==> src/rtl/lsc_pkg.sv <==
package lsc_pkg;

    localparam int VEC_W       = 10;
    localparam int MATCH_STEPS = 4;

    typedef enum logic [3:0] {
        MODE_LOCK     = 4'hA,
        MODE_SELFTEST = 4'h6,
        MODE_ERRFORCE = 4'h9,
        MODE_STFORCE  = 4'hF
    } mode_e;

    typedef struct packed {
        logic cmp_en;    // live comparison reported on cmp_err
        logic use_pat;   // compare ports fed by the pattern generator
        logic st_inject; // corrupt the first match step
    } mode_ctl_t;

    function automatic logic key_ok(input logic [3:0] k);
        return (k == MODE_LOCK) || (k == MODE_SELFTEST) ||
               (k == MODE_ERRFORCE) || (k == MODE_STFORCE);
    endfunction

    function automatic mode_ctl_t decode_mode(input mode_e m);
        mode_ctl_t c;
        c.cmp_en    = (m == MODE_LOCK) || (m == MODE_ERRFORCE);
        c.use_pat   = (m == MODE_SELFTEST) || (m == MODE_STFORCE);
        c.st_inject = (m == MODE_STFORCE);
        return c;
    endfunction

endpackage

==> src/rtl/lsc_mode_reg.sv <==
module lsc_mode_reg
    import lsc_pkg::*;
(
    input  logic       clk,
    input  logic       rst,
    input  logic       wr,
    input  logic [3:0] key,
    output mode_ctl_t  ctl,
    output logic       wr_ok,
    output logic       st_start,
    output logic       inj
);
    mode_e mode_q;

    assign wr_ok    = wr && key_ok(key);
    assign st_start = wr_ok && ((key == MODE_SELFTEST) || (key == MODE_STFORCE));
    assign ctl      = decode_mode(mode_q);

    always_ff @(posedge clk) begin
        if (rst) begin
            mode_q <= MODE_LOCK;
            inj    <= 1'b0;
        end else begin
            if (wr_ok) mode_q <= mode_e'(key);
            inj <= wr_ok && (key == MODE_ERRFORCE);
        end
    end

    a_r3_mode_hold: assert property (@(posedge clk) disable iff (rst)
        !wr_ok |=> $stable(mode_q));
    a_r9_inject_once: assert property (@(posedge clk) disable iff (rst)
        inj |=> !inj);
endmodule

==> src/rtl/lsc_pattern_gen.sv <==
module lsc_pattern_gen #(
    parameter int W      = lsc_pkg::VEC_W,
    parameter int STEP_W = 5
) (
    input  logic [STEP_W-1:0] step,
    input  logic              st_inject,
    output logic [W-1:0]      pa,
    output logic [W-1:0]      pb,
    output logic              want_diff
);
    import lsc_pkg::*;

    localparam int MISM_STEPS = 2 * W;

    logic [W-1:0] alt;
    always_comb begin
        for (int i = 0; i < W; i++) alt[i] = (i % 2 == 0);
    end

    always_comb begin
        pa        = '0;
        pb        = '0;
        want_diff = 1'b0;
        if (int'(step) < MATCH_STEPS) begin
            case (step[1:0])
                2'd0:    pa = '0;
                2'd1:    pa = '1;
                2'd2:    pa = alt;
                default: pa = ~alt;
            endcase
            pb = pa;
            if (st_inject && (step == '0)) pb[0] = ~pa[0];
        end else begin
            want_diff = 1'b1;
            for (int i = 0; i < W; i++) begin
                pa[i] = (int'(step) - MATCH_STEPS == i);
                pb[i] = (int'(step) - MATCH_STEPS == i + W);
            end
        end
    end

    a_r6_one_bit: assert final (!want_diff || ($countones({pa, pb}) == 1) ||
                                (int'(step) >= MATCH_STEPS + MISM_STEPS));
endmodule

==> src/rtl/lsc_compare.sv <==
module lsc_compare #(
    parameter int W = lsc_pkg::VEC_W
) (
    input  logic         clk,
    input  logic         rst,
    input  logic         use_pat,
    input  logic         cmp_en,
    input  logic         inj,
    input  logic [W-1:0] live_a,
    input  logic [W-1:0] live_b,
    input  logic [W-1:0] pat_a,
    input  logic [W-1:0] pat_b,
    output logic         diff,
    output logic         cmp_err
);
    logic [W-1:0] port_a, port_b;

    always_comb begin
        port_a = use_pat ? pat_a : live_a;
        port_b = use_pat ? pat_b : live_b;
        if (inj) port_a[0] = ~port_a[0];
    end

    assign diff = (port_a != port_b);

    always_ff @(posedge clk) begin
        if (rst) cmp_err <= 1'b0;
        else     cmp_err <= cmp_en && diff;
    end

    a_r4_quiet: assert property (@(posedge clk) disable iff (rst)
        !cmp_en |=> !cmp_err);
    a_r9_forced: assert property (@(posedge clk) disable iff (rst)
        (inj && cmp_en && !use_pat && (live_a == live_b)) |=> cmp_err);
endmodule

==> src/rtl/lsc_sequencer.sv <==
module lsc_sequencer #(
    parameter int TOTAL  = 24,
    parameter int MATCH  = 4,
    parameter int STEP_W = 5
) (
    input  logic              clk,
    input  logic              rst,
    input  logic              clear,
    input  logic              start,
    input  logic              diff,
    input  logic              want_diff,
    output logic [STEP_W-1:0] step,
    output logic              st_err,
    output logic              st_done
);
    localparam logic [STEP_W-1:0] LAST = STEP_W'(TOTAL - 1);

    logic running;

    always_ff @(posedge clk) begin
        if (rst) begin
            step    <= '0;
            running <= 1'b0;
            st_err  <= 1'b0;
            st_done <= 1'b0;
        end else if (clear) begin
            step    <= '0;
            running <= start;
            st_err  <= 1'b0;
            st_done <= 1'b0;
        end else if (running) begin
            if (diff != want_diff) begin
                st_err  <= 1'b1;
                running <= 1'b0;
            end else if (step == LAST) begin
                st_done <= 1'b1;
                running <= 1'b0;
            end else begin
                step <= step + 1'b1;
            end
        end
    end

    a_r7_exclusive: assert property (@(posedge clk) disable iff (rst)
        !(st_err && st_done));
    a_r6_bound: assert property (@(posedge clk) disable iff (rst)
        running |-> (step <= LAST));
    a_r5_stop: assert property (@(posedge clk) disable iff (rst)
        (running && !clear && (int'(step) < MATCH) && diff) |=> (st_err && !running));
    a_r8_err_sticky: assert property (@(posedge clk) disable iff (rst)
        (st_err && !clear) |=> st_err);
    a_r8_done_sticky: assert property (@(posedge clk) disable iff (rst)
        (st_done && !clear) |=> st_done);
endmodule

==> src/rtl/lsc_top.sv <==
module lsc_top
    import lsc_pkg::*;
#(
    parameter int W = VEC_W
) (
    input  logic         clk,
    input  logic         rst,
    input  logic         mode_wr,
    input  logic [3:0]   mode_key,
    input  logic [W-1:0] vec_a,
    input  logic [W-1:0] vec_b,
    output logic         cmp_err,
    output logic         st_err,
    output logic         st_done
);
    localparam int TOTAL  = MATCH_STEPS + 2 * W;
    localparam int STEP_W = $clog2(TOTAL + 1);

    mode_ctl_t         ctl;
    logic              wr_ok, st_start, inj, diff, want_diff;
    logic [STEP_W-1:0] step;
    logic [W-1:0]      pa, pb;

    lsc_mode_reg u_mode (
        .clk(clk), .rst(rst), .wr(mode_wr), .key(mode_key),
        .ctl(ctl), .wr_ok(wr_ok), .st_start(st_start), .inj(inj)
    );

    lsc_pattern_gen #(.W(W), .STEP_W(STEP_W)) u_pat (
        .step(step), .st_inject(ctl.st_inject),
        .pa(pa), .pb(pb), .want_diff(want_diff)
    );

    lsc_compare #(.W(W)) u_cmp (
        .clk(clk), .rst(rst), .use_pat(ctl.use_pat), .cmp_en(ctl.cmp_en),
        .inj(inj), .live_a(vec_a), .live_b(vec_b), .pat_a(pa), .pat_b(pb),
        .diff(diff), .cmp_err(cmp_err)
    );

    lsc_sequencer #(.TOTAL(TOTAL), .MATCH(MATCH_STEPS), .STEP_W(STEP_W)) u_seq (
        .clk(clk), .rst(rst), .clear(wr_ok), .start(st_start),
        .diff(diff), .want_diff(want_diff),
        .step(step), .st_err(st_err), .st_done(st_done)
    );
endmodule

==> config.mk <==
export PLATFORM = sky130hd
export DESIGN_NAME = lsc_top
export DESIGN_NICKNAME = d
export VERILOG_FILES = /design/src/rtl/lsc_pkg.sv /design/src/rtl/lsc_mode_reg.sv /design/src/rtl/lsc_pattern_gen.sv /design/src/rtl/lsc_compare.sv /design/src/rtl/lsc_sequencer.sv /design/src/rtl/lsc_top.sv
export SDC_FILE = /design/constraint.sdc
export NUM_CORES = 1
export LEC_CHECK = 0
export ABC_AREA = 1
export BUFFER_PORTS_ARGS = -buffer_cell sky130_fd_sc_hd__buf_2
export CORE_MARGIN = 2
export CORE_UTILIZATION = 50
export CTS_BUF_LIST = sky130_fd_sc_hd__clkbuf_4
export DETAILED_ROUTE_END_ITERATION = 8
export PLACE_DENSITY = 0.83
export SYNTH_ARGS = -nofsm -noshare
export SYNTH_HDL_FRONTEND = slang
export SYNTH_SLANG_ARGS = --single-unit
==> constraint.sdc <==
create_clock -name clk -period 4.75 [get_ports clk]
set_clock_uncertainty 0.2 [all_clocks]
set_input_delay 0.2375 -clock clk [delete_from_list [all_inputs] [get_ports clk]]
set_output_delay 0.2375 -clock clk [all_outputs]
set_load 0.01 [all_outputs]
==> impl_metrics.toml <==
[outcome]
outcome = "finished clean"

[pwr]
p_sw_mw = 0.0603
peakVddDrop_mv = 0.168
p_leak_nw = 0.639
switching_share_pct = 26.0
seqPwrFrac_pct = 53.1
combPwrFrac_pct = 19.8
intPower_mw = 0.172
power.density_mw_per_mm2 = 171
clkPwrFrac_pct = 27.2

[timing]
fin_ws_ns = 2.31
hold_viol = 0
slew-limit-headroom_pct = 73.5
rsz0062_at_grt = "no"
worst_pin_slew_ns = 0.397
slew_violations = 0
period_minus_slack_ns = 2.44
fmax_ghz = 0.409
setup_viol_count_final = 0
period_share_pct = 51.5
tns_ns = 0

[layout]
instances_no_fill = 238
nets = 244
n_antenna_cell = 0
syn_to_final_growth_pct = 17.5
final_layout_size_suffix_gt1_share_pct = 21.0
post-route-cell-area_mm2 = 0.00136

[setup_path]
critPathLaunchType = "flop"
worstPathRequired_ns = 4.71
critPathCapture = "u_seq.step[1]"
crit_path_max_fanout = 10
cp.arrival_ns = 2.41
reg2reg_depth = 17
startpoint = "u_seq.step[2]"
r2r_slack_ns = 2.31
timing.rr.start = "u_seq.step[2]"
crit_type = "flop to flop"
crit_path_end_kind = "flop"
reg2reg_to = "u_seq.step[1]"

[placed_design]
routabilityCongestion = 0.885
place_ws_ns = 2.34
dpl_cell_area_mm2 = 0.00132
hpwlAfterDp_mm = 1.94
numPortBuffers = 29
placed_cells = 234

[flow_run]
drv_cap = 0

[clocking]
ctsResizeCount = 0
h-tree-depth = 1
cts_hold_buf = 1
cts.sinks = 14
cts_tree = "done"
clock-root-buffer = "clkbuf_4"
clkLatencyLatePin_ns = 0.27
postCtsSetupBuffers = 0
clockBufferDepth = 2
cts_buffers = 3
cts.clk_slew.worst_paths_ns = 0.08

[floorplanning]
core_mm2 = 0.00219
die_w_um = 52.0
fp.dieH_um = 52.0
start_util_pct = 52.7
pin_count = 30
rows = 17
die-area_mm2 = 0.00271

[synthesis]
synth_fp_nets = 210
synth_fa_ha_area_share_pct = 5.42
synthSimpleGateAreaFrac_pct = 40.9
netlist_area_mm2 = 0.00115
avgSynthCellArea_um2 = 6.48
synth_top_family_by_area = "simple AND/OR/NAND/NOR gates"
ys_seq_elements = 14
synth_mux_area_share_pct = 0
synth-xor-area-share_pct = 8.35
synthCells = 178
synth_compound_area_share_pct = 10.3
ys_types = 25
synth_seq_area_share_pct = 24.3
yosys_warnings = 0

[drt]
drt_iter0_markers = 24
wirelength_mm = 2.29
route.detailed.wl_per_inst_um = 9.63
ant_nets = 0
drc_errors = 0
vias_per_cell = 4.97
vias = 1183
first_pass_iters = 4

[global_routing]
grt_usage_pct = 19.4
grt_max_degree = 11
grt_pass1_wl_mm = 4.08
grt_pass1_vias = 1027
overflow = 0
grt_antenna_before_repair = 0

[min_path]
min_path_type = "input port to flop"
[power groups by stage]
stage	registers [mW]	logic, mW	clock network [mW]
6_report	0.123	0.0459	0.0632
5_1_grt	0.124	0.0526	0.0703
3_3_place_gp	0.126	0.0446	0
3_5_place_dp	0.126	0.0454	0
2_1_floorplan	0.127	0.0261	0
4_1_cts	0.123	0.0461	0.0650
[cell type report]
class | instances | area, µm²
fill | 214 | 836
multi-input combinational | 133 | 749
sequential | 14 | 280
timing repair buffer | 30 | 155
inverter | 30 | 113
tap | 28 | 35.0
clock buffer | 3 | 22.5
[per-layer routing]
layer	track usage (%)	part of all wire, %	up-vias
met5	0	0	-
met4	6.14	0	0
met3	2.01	2.5	0
met2	32.9	51	23
met1	25.5	47	518
li1	-	-	642
[worst max-delay path: stages (launching register included)]
cell and delay [ns]:
dfxtp_1 0.57, nor2_4 0.08, ha_1 0.32, nand4_1 0.11, nand2_1 0.09, nand2_1 0.06, nand2_1 0.07, nand2_1 0.05
nand2_1 0.05, nand2_1 0.06, inv_1 0.05, nand2_1 0.05, nand2_2 0.10, nand2_2 0.07, nand2_4 0.11, nand3_4 0.11
nor2_1 0.12, nor2_1 0.06
[how the worst min path moves through the flow]
stage	from	to	slack (ns)	cells past startpoint
3_5_place_dp	u_seq.st_done	u_seq.st_done	0.25	2
4_1_cts	mode_key[1]	u_mode.mode_q[1]	0.04	3
6_report	mode_key[1]	u_mode.mode_q[1]	0.05	3
2_1_floorplan	rst	u_mode.inj	0.12	1
5_1_grt	mode_key[1]	u_mode.mode_q[1]	0.06	3
3_3_place_gp	u_seq.st_done	u_seq.st_done	0.24	2
[sequential cells by signal, indices dropped and copies added (netlist names)]
signal and count:
u_mode.inj 1, u_seq.st_err 1, u_seq.step 5, u_mode.mode_q 4, u_seq.running 1, u_cmp.cmp_err 1
u_seq.st_done 1
[logic make-up after synthesis]
kind of cell | Yosys count
AOI/OAI and AO/OA | 20
buffers and inverters | 31
and+or+nand+nor | 97
DFF | 14
xor gates and xnor gates | 11
adders and majority gates | 5
[stage by stage]
step	hold slack [ns]	utilization (%)	power, mW
6_report	0.0454	61.9	0.232
5_1_grt	0.0623	61.9	0.247
4_1_cts	0.0386	61.9	0.234
3_5_place_dp	0.246	60.4	0.172
3_3_place_gp	0.241	60.4	0.171
2_1_floorplan	0.117	-	0.153
[Yosys cell counts (all sizes together)]
cell / number / area share (%)
nand3: 15 / 9.1
nand3b: 1 / 0.65
xnor2: 4 / 3.0
clkinv: 1 / 0.33
dfxtp: 14 / 24
nand2: 46 / 16
inv: 29 / 9.4
xor2: 7 / 5.3
nor3: 2 / 0.87
buf: 1 / 0.98
o21ai: 5 / 2.2
ha: 5 / 5.4
a21oi: 12 / 6.2
nor2: 23 / 8.4
o211ai: 2 / 1.3
nand4: 10 / 5.4
o21bai: 1 / 0.65
[cell usage in the layout, fill, tap and decap left out, types with 2 or more instances in the layout]
master    Yosys  final
nand2_1      41     41
nor2_1       21     21
inv_1        28     28
buf_2         0     29
xor2_1        7      7
a21oi_1      11     11
nand3_4       2      2
nand2_2       4      4
nor3_1        2      2
xnor2_1       4      4
ha_1          5      5
dfxtp_1      14     14
clkbuf_4      0      3
o21ai_0       5      5
nand3_1      12     12
o211ai_1      2      2
nand4_1      10     10
(Power assumes the default switching activity.)
